File: config.mk
export PLATFORM = sky130hd
export DESIGN_NAME = sar_sequencer
export DESIGN_NICKNAME = d
export VERILOG_FILES = /design/src/rtl/sar_pkg.sv /design/src/rtl/sar_step_timer.sv /design/src/rtl/sar_approx_reg.sv /design/src/rtl/sar_done_flag.sv /design/src/rtl/sar_sequencer.sv
export SDC_FILE = /design/constraint.sdc
export NUM_CORES = 1
export LEC_CHECK = 0
export BUFFER_PORTS_ARGS = -buffer_cell sky130_fd_sc_hd__buf_2
export CAP_MARGIN = 20
export CORE_ASPECT_RATIO = 0.7
export CORE_MARGIN = 1.5
export CORE_UTILIZATION = 30
export CTS_CLUSTER_SIZE = 25
export DETAILED_ROUTE_END_ITERATION = 7
export PLACE_DENSITY = 0.62
export SLEW_MARGIN = 20
export SYNTH_ARGS = -nofsm -noshare
export SYNTH_HDL_FRONTEND = slang
export SYNTH_SLANG_ARGS = --single-unit
File: constraint.sdc
create_clock -name clk -period 2.1 [get_ports clk]
set_input_delay 0.105 -clock clk [delete_from_list [all_inputs] [get_ports clk]]
set_output_delay 0.105 -clock clk [all_outputs]
set_load 0.01 [all_outputs]
File: src/rtl/sar_pkg.sv
package sar_pkg;
  typedef enum logic [1:0] {
    PH_IDLE   = 2'd0,
    PH_SAMPLE = 2'd1,
    PH_CONV   = 2'd2
  } phase_t;
endpackage

File: src/rtl/sar_step_timer.sv
module sar_step_timer #(
  parameter int DIV_W = 4
) (
  input  logic             clk,
  input  logic             rst,
  input  logic             run,
  input  logic [DIV_W-1:0] last_cnt,
  output logic             tick
);
  logic [DIV_W-1:0] cnt;

  assign tick = run && (cnt == last_cnt);

  always_ff @(posedge clk) begin
    if (rst || !run || tick) cnt <= '0;
    else                     cnt <= cnt + 1'b1;
  end
endmodule

File: src/rtl/sar_approx_reg.sv
module sar_approx_reg #(
  parameter int RES_W = 10
) (
  input  logic             clk,
  input  logic             rst,
  input  logic             load,
  input  logic             step,
  input  logic             clr,
  input  logic             cmp_below,
  output logic [RES_W-1:0] trial,
  output logic [RES_W-1:0] result,
  output logic             last
);
  localparam logic [RES_W-1:0] TOP_BIT = {1'b1, {(RES_W-1){1'b0}}};

  logic [RES_W-1:0] mask;
  logic [RES_W-1:0] trial_nxt;

  // per-bit decision: resolve the bit under test, seed the next one below
  for (genvar i = 0; i < RES_W; i++) begin : g_bit
    if (i == RES_W - 1) begin : g_top
      assign trial_nxt[i] = mask[i] ? !cmp_below : trial[i];
    end else begin : g_low
      assign trial_nxt[i] = mask[i]     ? !cmp_below :
                            mask[i + 1] ? 1'b1       : trial[i];
    end
  end

  assign last = mask[0];

  always_ff @(posedge clk) begin
    if (rst) begin
      trial  <= '0;
      mask   <= '0;
      result <= '0;
    end else if (load) begin
      trial <= TOP_BIT;
      mask  <= TOP_BIT;
    end else if (step) begin
      trial <= trial_nxt;
      mask  <= mask >> 1;
      if (mask[0]) result <= trial_nxt;
    end else if (clr) begin
      trial <= '0;
      mask  <= '0;
    end
  end
endmodule

File: src/rtl/sar_done_flag.sv
module sar_done_flag (
  input  logic clk,
  input  logic rst,
  input  logic set,
  input  logic clr,
  input  logic ie,
  output logic flag,
  output logic irq
);
  always_ff @(posedge clk) begin
    if (rst)      flag <= 1'b0;
    else if (set) flag <= 1'b1;
    else if (clr) flag <= 1'b0;
  end

  assign irq = flag && ie;
endmodule

File: src/rtl/sar_sequencer.sv
module sar_sequencer #(
  parameter int RES_W = 10,
  parameter int DIV_W = 4,
  parameter int CH_W  = 3,
  parameter int REF_W = 2
) (
  input  logic             clk,
  input  logic             rst,
  input  logic             en_i,
  input  logic             start_i,
  input  logic             free_run_i,
  input  logic             trig_en_i,
  input  logic             trig_i,
  input  logic [DIV_W-1:0] div_i,
  input  logic [CH_W-1:0]  ch_sel_i,
  input  logic [REF_W-1:0] ref_sel_i,
  input  logic             cmp_i,
  input  logic             ie_i,
  input  logic             flag_clr_i,
  input  logic             irq_ack_i,
  output logic [CH_W-1:0]  ch_o,
  output logic [REF_W-1:0] ref_o,
  output logic             sample_o,
  output logic             cmp_strobe_o,
  output logic [RES_W-1:0] trial_o,
  output logic             busy_o,
  output logic [RES_W-1:0] result_o,
  output logic             flag_o,
  output logic             irq_o
);
  import sar_pkg::*;

  phase_t           phase;
  logic [DIV_W-1:0] div_q;
  logic             trig_q;
  logic             tick;
  logic             run;
  logic             go;
  logic             last_bit;
  logic             done;

  assign run          = en_i && (phase != PH_IDLE);
  assign go           = en_i && (phase == PH_IDLE) &&
                        (start_i || (trig_en_i && trig_i && !trig_q));
  assign sample_o     = en_i && (phase == PH_SAMPLE);
  assign cmp_strobe_o = (phase == PH_CONV) && tick;
  assign done         = cmp_strobe_o && last_bit;
  assign busy_o       = (phase != PH_IDLE);

  always_ff @(posedge clk) begin
    if (rst) begin
      phase  <= PH_IDLE;
      div_q  <= '0;
      trig_q <= 1'b0;
      ch_o   <= '0;
      ref_o  <= '0;
    end else begin
      trig_q <= trig_i;
      if (en_i) begin
        ch_o  <= ch_sel_i;
        ref_o <= ref_sel_i;
      end
      if (!en_i) begin
        phase <= PH_IDLE;
      end else begin
        unique case (phase)
          PH_IDLE: if (go) begin
            phase <= PH_SAMPLE;
            div_q <= div_i;
          end
          PH_SAMPLE: if (tick) phase <= PH_CONV;
          PH_CONV: if (done) begin
            if (free_run_i) begin
              phase <= PH_SAMPLE;
              div_q <= div_i;
            end else begin
              phase <= PH_IDLE;
            end
          end
          default: phase <= PH_IDLE;
        endcase
      end
    end
  end

  sar_step_timer #(.DIV_W(DIV_W)) u_timer (
    .clk      (clk),
    .rst      (rst),
    .run      (run),
    .last_cnt (div_q),
    .tick     (tick)
  );

  sar_approx_reg #(.RES_W(RES_W)) u_approx (
    .clk       (clk),
    .rst       (rst),
    .load      (sample_o && tick),
    .step      (cmp_strobe_o),
    .clr       (!en_i || (phase != PH_CONV)),
    .cmp_below (cmp_i),
    .trial     (trial_o),
    .result    (result_o),
    .last      (last_bit)
  );

  sar_done_flag u_flag (
    .clk  (clk),
    .rst  (rst),
    .set  (done),
    .clr  (flag_clr_i || irq_ack_i),
    .ie   (ie_i),
    .flag (flag_o),
    .irq  (irq_o)
  );
endmodule

# == Word-level counts from Yosys, hierarchy flattened ==
# Cells that the tools add are included.
# W data, S select, Z words.
# classes
addsub,1
eq_ne,8
n_mux,35
n_bitwise,2
n_reduce_logical,31
# op_table
cell,count
$mux W10,5
$mux W1,22
$mux W4,3
$logic_and A1 B1 Y1,11
$ne A2 B2 Y1 const B,5
$pmux W4 S2,1
$reduce_bool A2 Y1,4
$mux W2,3
$pmux W2 S3,1
$reduce_and A3 Y1,2
$logic_or A1 B1 Y1,5
$reduce_and A5 Y1,1
$add A4 B1 Y4 const B,1
$eq A4 B4 Y1,1
$logic_not A1 Y1,4
$reduce_or A2 Y1,2
$reduce_bool A3 Y1,1
$eq A2 B1 Y1 const B,1
$eq A2 B2 Y1 const B,1
$logic_not A2 Y1,1
$not A1 Y1,2
# totals
regBits,47
input_bits,20
word_cells,89

# == Logic depth before layout (Yosys ltp) ==
# logic_depth
depth_word,7
mapped_depth,8
mapped_depth_nobuf,5

# == By module ==
# Synthesis repeated with hierarchy kept, for this count alone.
# unflattened
cells_unflattened,226
area_unflattened_um2,2148.3
# by_module_without_submodules
mod,instances,cells_per_inst,area_each_um2,seq_area_each_um2
sar_approx_reg,1,137,1280.0,600.6
sar_sequencer,1,61,583.1,240.2
sar_step_timer,1,23,240.2,80.1
sar_done_flag,1,5,45.0,20.0

# == Worst setup path before layout ==
# No wires, ideal clock.
# synth_path
kind,reg2reg
start,reg phase[0]
end,reg div_q[0]
arrival_time_ns,1.671
required_ns,2.028
path_slack_ns,0.357
stages_incl_launch_ff,6
n_path_buf,0
period_less_slack_ns,1.743
cell_sequence,dfxtp_1 > o21ai_2 > nor4_4 > nand4_2 > a221oi_4 > mux2i_1
# synth_via
elab_chain_len,7
word_cells_on_any_way,15
cone_classes,eq/ne: 4; mux: 1; reduce/logical: 10
# synth_lines
item,line_no,source
start: declaration,sar_sequencer.sv:33,phase_t phase;
start signal: assignment,sar_sequencer.sv:52,phase <= PH_IDLE;
start signal: assignment,sar_sequencer.sv:64,phase <= PH_IDLE;
start signal: assignment,sar_sequencer.sv:68,phase <= PH_SAMPLE;
$reduce_bool A2 Y1,sar_sequencer.sv:42,assign run = en_i && (phase != PH_IDLE);
$logic_and A1 B1 Y1,sar_sequencer.sv:42,
$logic_and A1 B1 Y1,sar_step_timer.sv:12,assign tick = run && (cnt == last_cnt);
$logic_and A1 B1 Y1,sar_sequencer.sv:46,assign cmp_strobe_o = (phase == PH_CONV) && tick;
$logic_and A1 B1 Y1,sar_sequencer.sv:47,assign done = cmp_strobe_o && last_bit;
$ne A2 B2 Y1 (no line),-,
$reduce_and A5 Y1 (no line),-,
end signal: assignment,sar_sequencer.sv:69,div_q <= div_i;
end signal: assignment,sar_sequencer.sv:75,div_q <= div_i;
end: declaration,sar_sequencer.sv:34,logic [DIV_W-1:0] div_q;
# Parallel ways exist; a longest one is shown, timed or not.
# A chain may end at the register's enable or synchronous reset.

# == Worst setup path in the final report ==
# layout_path
start,reg u_timer.cnt[0]
end,reg div_q[1]
# layout_via
elab_chain_len,6
# layout_lines
item,line_no,source
start: declaration,sar_step_timer.sv:10,logic [DIV_W-1:0] cnt;
start signal: assignment,sar_step_timer.sv:16,else cnt <= cnt + 1'b1;
$eq A4 B4 Y1,sar_step_timer.sv:12,
$logic_and A1 B1 Y1,sar_step_timer.sv:12,
$logic_and A1 B1 Y1,sar_sequencer.sv:46,
$logic_and A1 B1 Y1,sar_sequencer.sv:47,
$ne A2 B2 Y1 (no line),-,
$reduce_and A5 Y1 (no line),-,
# No other way between the ends.

==> results_dict.tcl <==
set metrics [dict create \
    clk_latency_ps 300 \
    synth.yosys.seq_area_share_pct 48.5 \
    cts_tree "done" \
    antenna_found_initial 0 \
    drive_gt1_share_pct 26.3 \
    synth_area_um2 1940 \
    syn_inst 219 \
    cts_buffer_depth 2 \
    synthesis.nets 240 \
    end_kind "flop" \
    finalWeightedCongestion 0.826 \
    nets 291 \
    fin_tns_setup_ps 0 \
    min_path_type "input pin to flop" \
    overflow 0 \
    outcome "complete, no violations" \
    grt_pass1_wl_um 7670 \
    start_util_pct 31.0 \
    dieArea_um2 6960 \
    final_max_slew_viol_count 0 \
    fin_crit_ps 1940 \
    clkTransAtPathRegs_ps 80 \
    cts_sinks 47 \
    avgRoutedWirePerCell_um 12.9 \
    drt-initial-drc-count 112 \
    critPathRequiredTime_ps 2330 \
    critPathArrivalTime_ps 2170 \
    grt_max_degree 30 \
    setup.worst_path.class "flop to flop" \
    row_count 24 \
    min_period_over_period_pct 92.2 \
    setup_viol 0 \
    dpl.hpwl_um 3160 \
    peakVddDrop_mv 0.231 \
    drcViolationCount 0 \
    leakage_nw 1.01 \
    maxCapViolCount 0 \
    final_area_um2 2390 \
    syn_avg_cell_area_um2 8.85 \
    final_common_cell "buf_2" \
    tightestPinTransition_ps 472 \
    critPathLaunchType "flop" \
    grt_use_total_pct 14.0 \
    io_buffers 49 \
    htree_num_levels 2 \
    synth_cell_type_count 29 \
    numCtsBuffers 5 \
    root_buffer "clkbuf_8" \
    vias_per_cell 4.79 \
    antenna_cells 0 \
    die_h_um 70.3 \
    drt_pass1_iterations 4 \
    synth-warning-count 0 \
    dpl_cell_area_um2 2280 \
    grt_pass1_vias 1605 \
    skew_ps 5.67 \
    cts_hold_buf 0 \
    pwr_density_cell_nw_per_um2 661 \
    cp_max_fo 4 \
    drtAntennaViolNets 0 \
    yosys_register_bits 47 \
    vias 1667 \
    io_pins 50 \
    max_slew_margin_pct 68.5 \
    layout_common_cells "49 x buf_2, 47 x dfxtp_1, 30 x nor2_1" \
    rsz0062_at_grt "false" \
    wl_um 4500 \
    timing.fmax_ghz 0.516 \
    coreArea_um2 6250 \
    synthToLayoutAreaGrowth_pct 23.5 \
    fp.dieW_um 99.1 \
    hold_viol 0 \
]
==> power by group <==
group / internal, mW / total, mW / leakage (nW) / switching [mW]
Clock: 0.259 / 0.556 / 0.0470 / 0.297
Sequential: 0.905 / 0.913 / 0.381 / 0.00795
Combinational: 0.0515 / 0.113 / 0.586 / 0.0618
Total: 1.21 / 1.58 / 1.01 / 0.367
==> worst max-delay path: stages, from the launching register on <==
cell      delay (ps)
dfxtp_1          350
xor2_1           170
nor4_4           370
buf_4            180
nand4_2          160
a221oi_4         410
mux2i_1          230
==> metal layers <==
layer  part of all wire (%)  global-route usage, %  wire, µm  up-vias
met2                     42                   21.1      1890       51
met4                    1.5                   6.26        69        0
met5                      0                      0         0        -
met3                    6.0                   3.90       271        6
met1                     50                   18.6      2270      745
li1                       -                      -         -      865
==> worst paths after layout <==
| path | slack (ps) | depth (start not counted) | end | start |
|---|---|---|---|---|
| hold reg to reg | 450 | 2 | u_approx.result[6] | u_approx.result[6] |
| hold / removal | 30 | 2 | trig_q | trig_i |
| setup reg to reg | 160 | 6 | div_q[1] | u_timer.cnt[0] |
| setup / recovery | 160 | 6 | div_q[1] | u_timer.cnt[0] |
==> synthesized netlist by cell type (all sizes together) <==
master  instances  area (µm²)
dfxtp          47         941
mux2i           9        90.1
nor2b           2        12.5
clkbuf          8        30.0
xnor2           2        17.5
a211o           1        8.76
buf             7        37.5
nor4            1        21.3
nand3          12        60.1
inv             4        15.0
nor3           10        50.1
nor2           30         113
xor2            4        35.0
a31oi           1        6.26
a211oi          1        7.51
a22oi          19         143
and2            1        6.26
a221oi          1        26.3
a21oi          25         125
and3            1        6.26
a311oi          1        8.76
nand2b         11        68.8
o21ai           1        8.76
ha              1        12.5
nand2          16        60.1
nand4b          1        8.76
nand4           2        18.8
==> flip-flops by register name (all words and copies together), names as in the netlist <==
signal and count:
trig_q 1, u_timer.cnt 4, ref_o 2, div_q 4
phase 2, u_approx.mask 10, u_flag.flag 1, ch_o 3
u_approx.trial 10, u_approx.result 10
==> kinds of logic (layout without fill, tap and decap cells) <==
logic type,after synthesis,in the layout,synth area share [%]
AND/OR/NAND/NOR,87,87,22.0
AO/OA/AOI/OAI,50,50,17.2
flip-flops,47,47,48.5
buffers and inverters,19,70,4.26
multiplexers,9,9,4.65
XOR/XNOR,6,6,2.71
adder cells (fa/ha/maj),1,1,0.645
==> what timing repair did <==
item,CTS,global route
resized for setup,2,0
hold endpoints to repair,0,0
setup buffers,0,3
setup endpoints to repair,1,10
pin swaps,0,1
==> stage by stage <==
stage	setup slack (ps)	cells	hold WS [ps]	power (mW)	utilization (%)
after floorplan	357	219	233	1.00	-
after global placement	221	338	337	1.04	36.5
after detailed placement	165	338	341	1.05	36.5
after CTS	11.0	345	26.1	1.60	38.0
after global routing	37.6	348	47.5	1.66	38.3
final	163	348	33.6	1.58	38.3
==> area by class of cell <==
| class | instances | area, µm² |
|---|---|---|
| multi-input cells | 153 | 920 |
| fillers | 657 | 3850 |
| inverters | 4 | 15.0 |
| well taps | 78 | 97.6 |
| flip-flops and latches | 47 | 941 |
| clock inverters | 1 | 5.00 |
| repair buffers | 59 | 333 |
| clock buffers | 6 | 82.6 |
(Power assumes the default switching activity.)
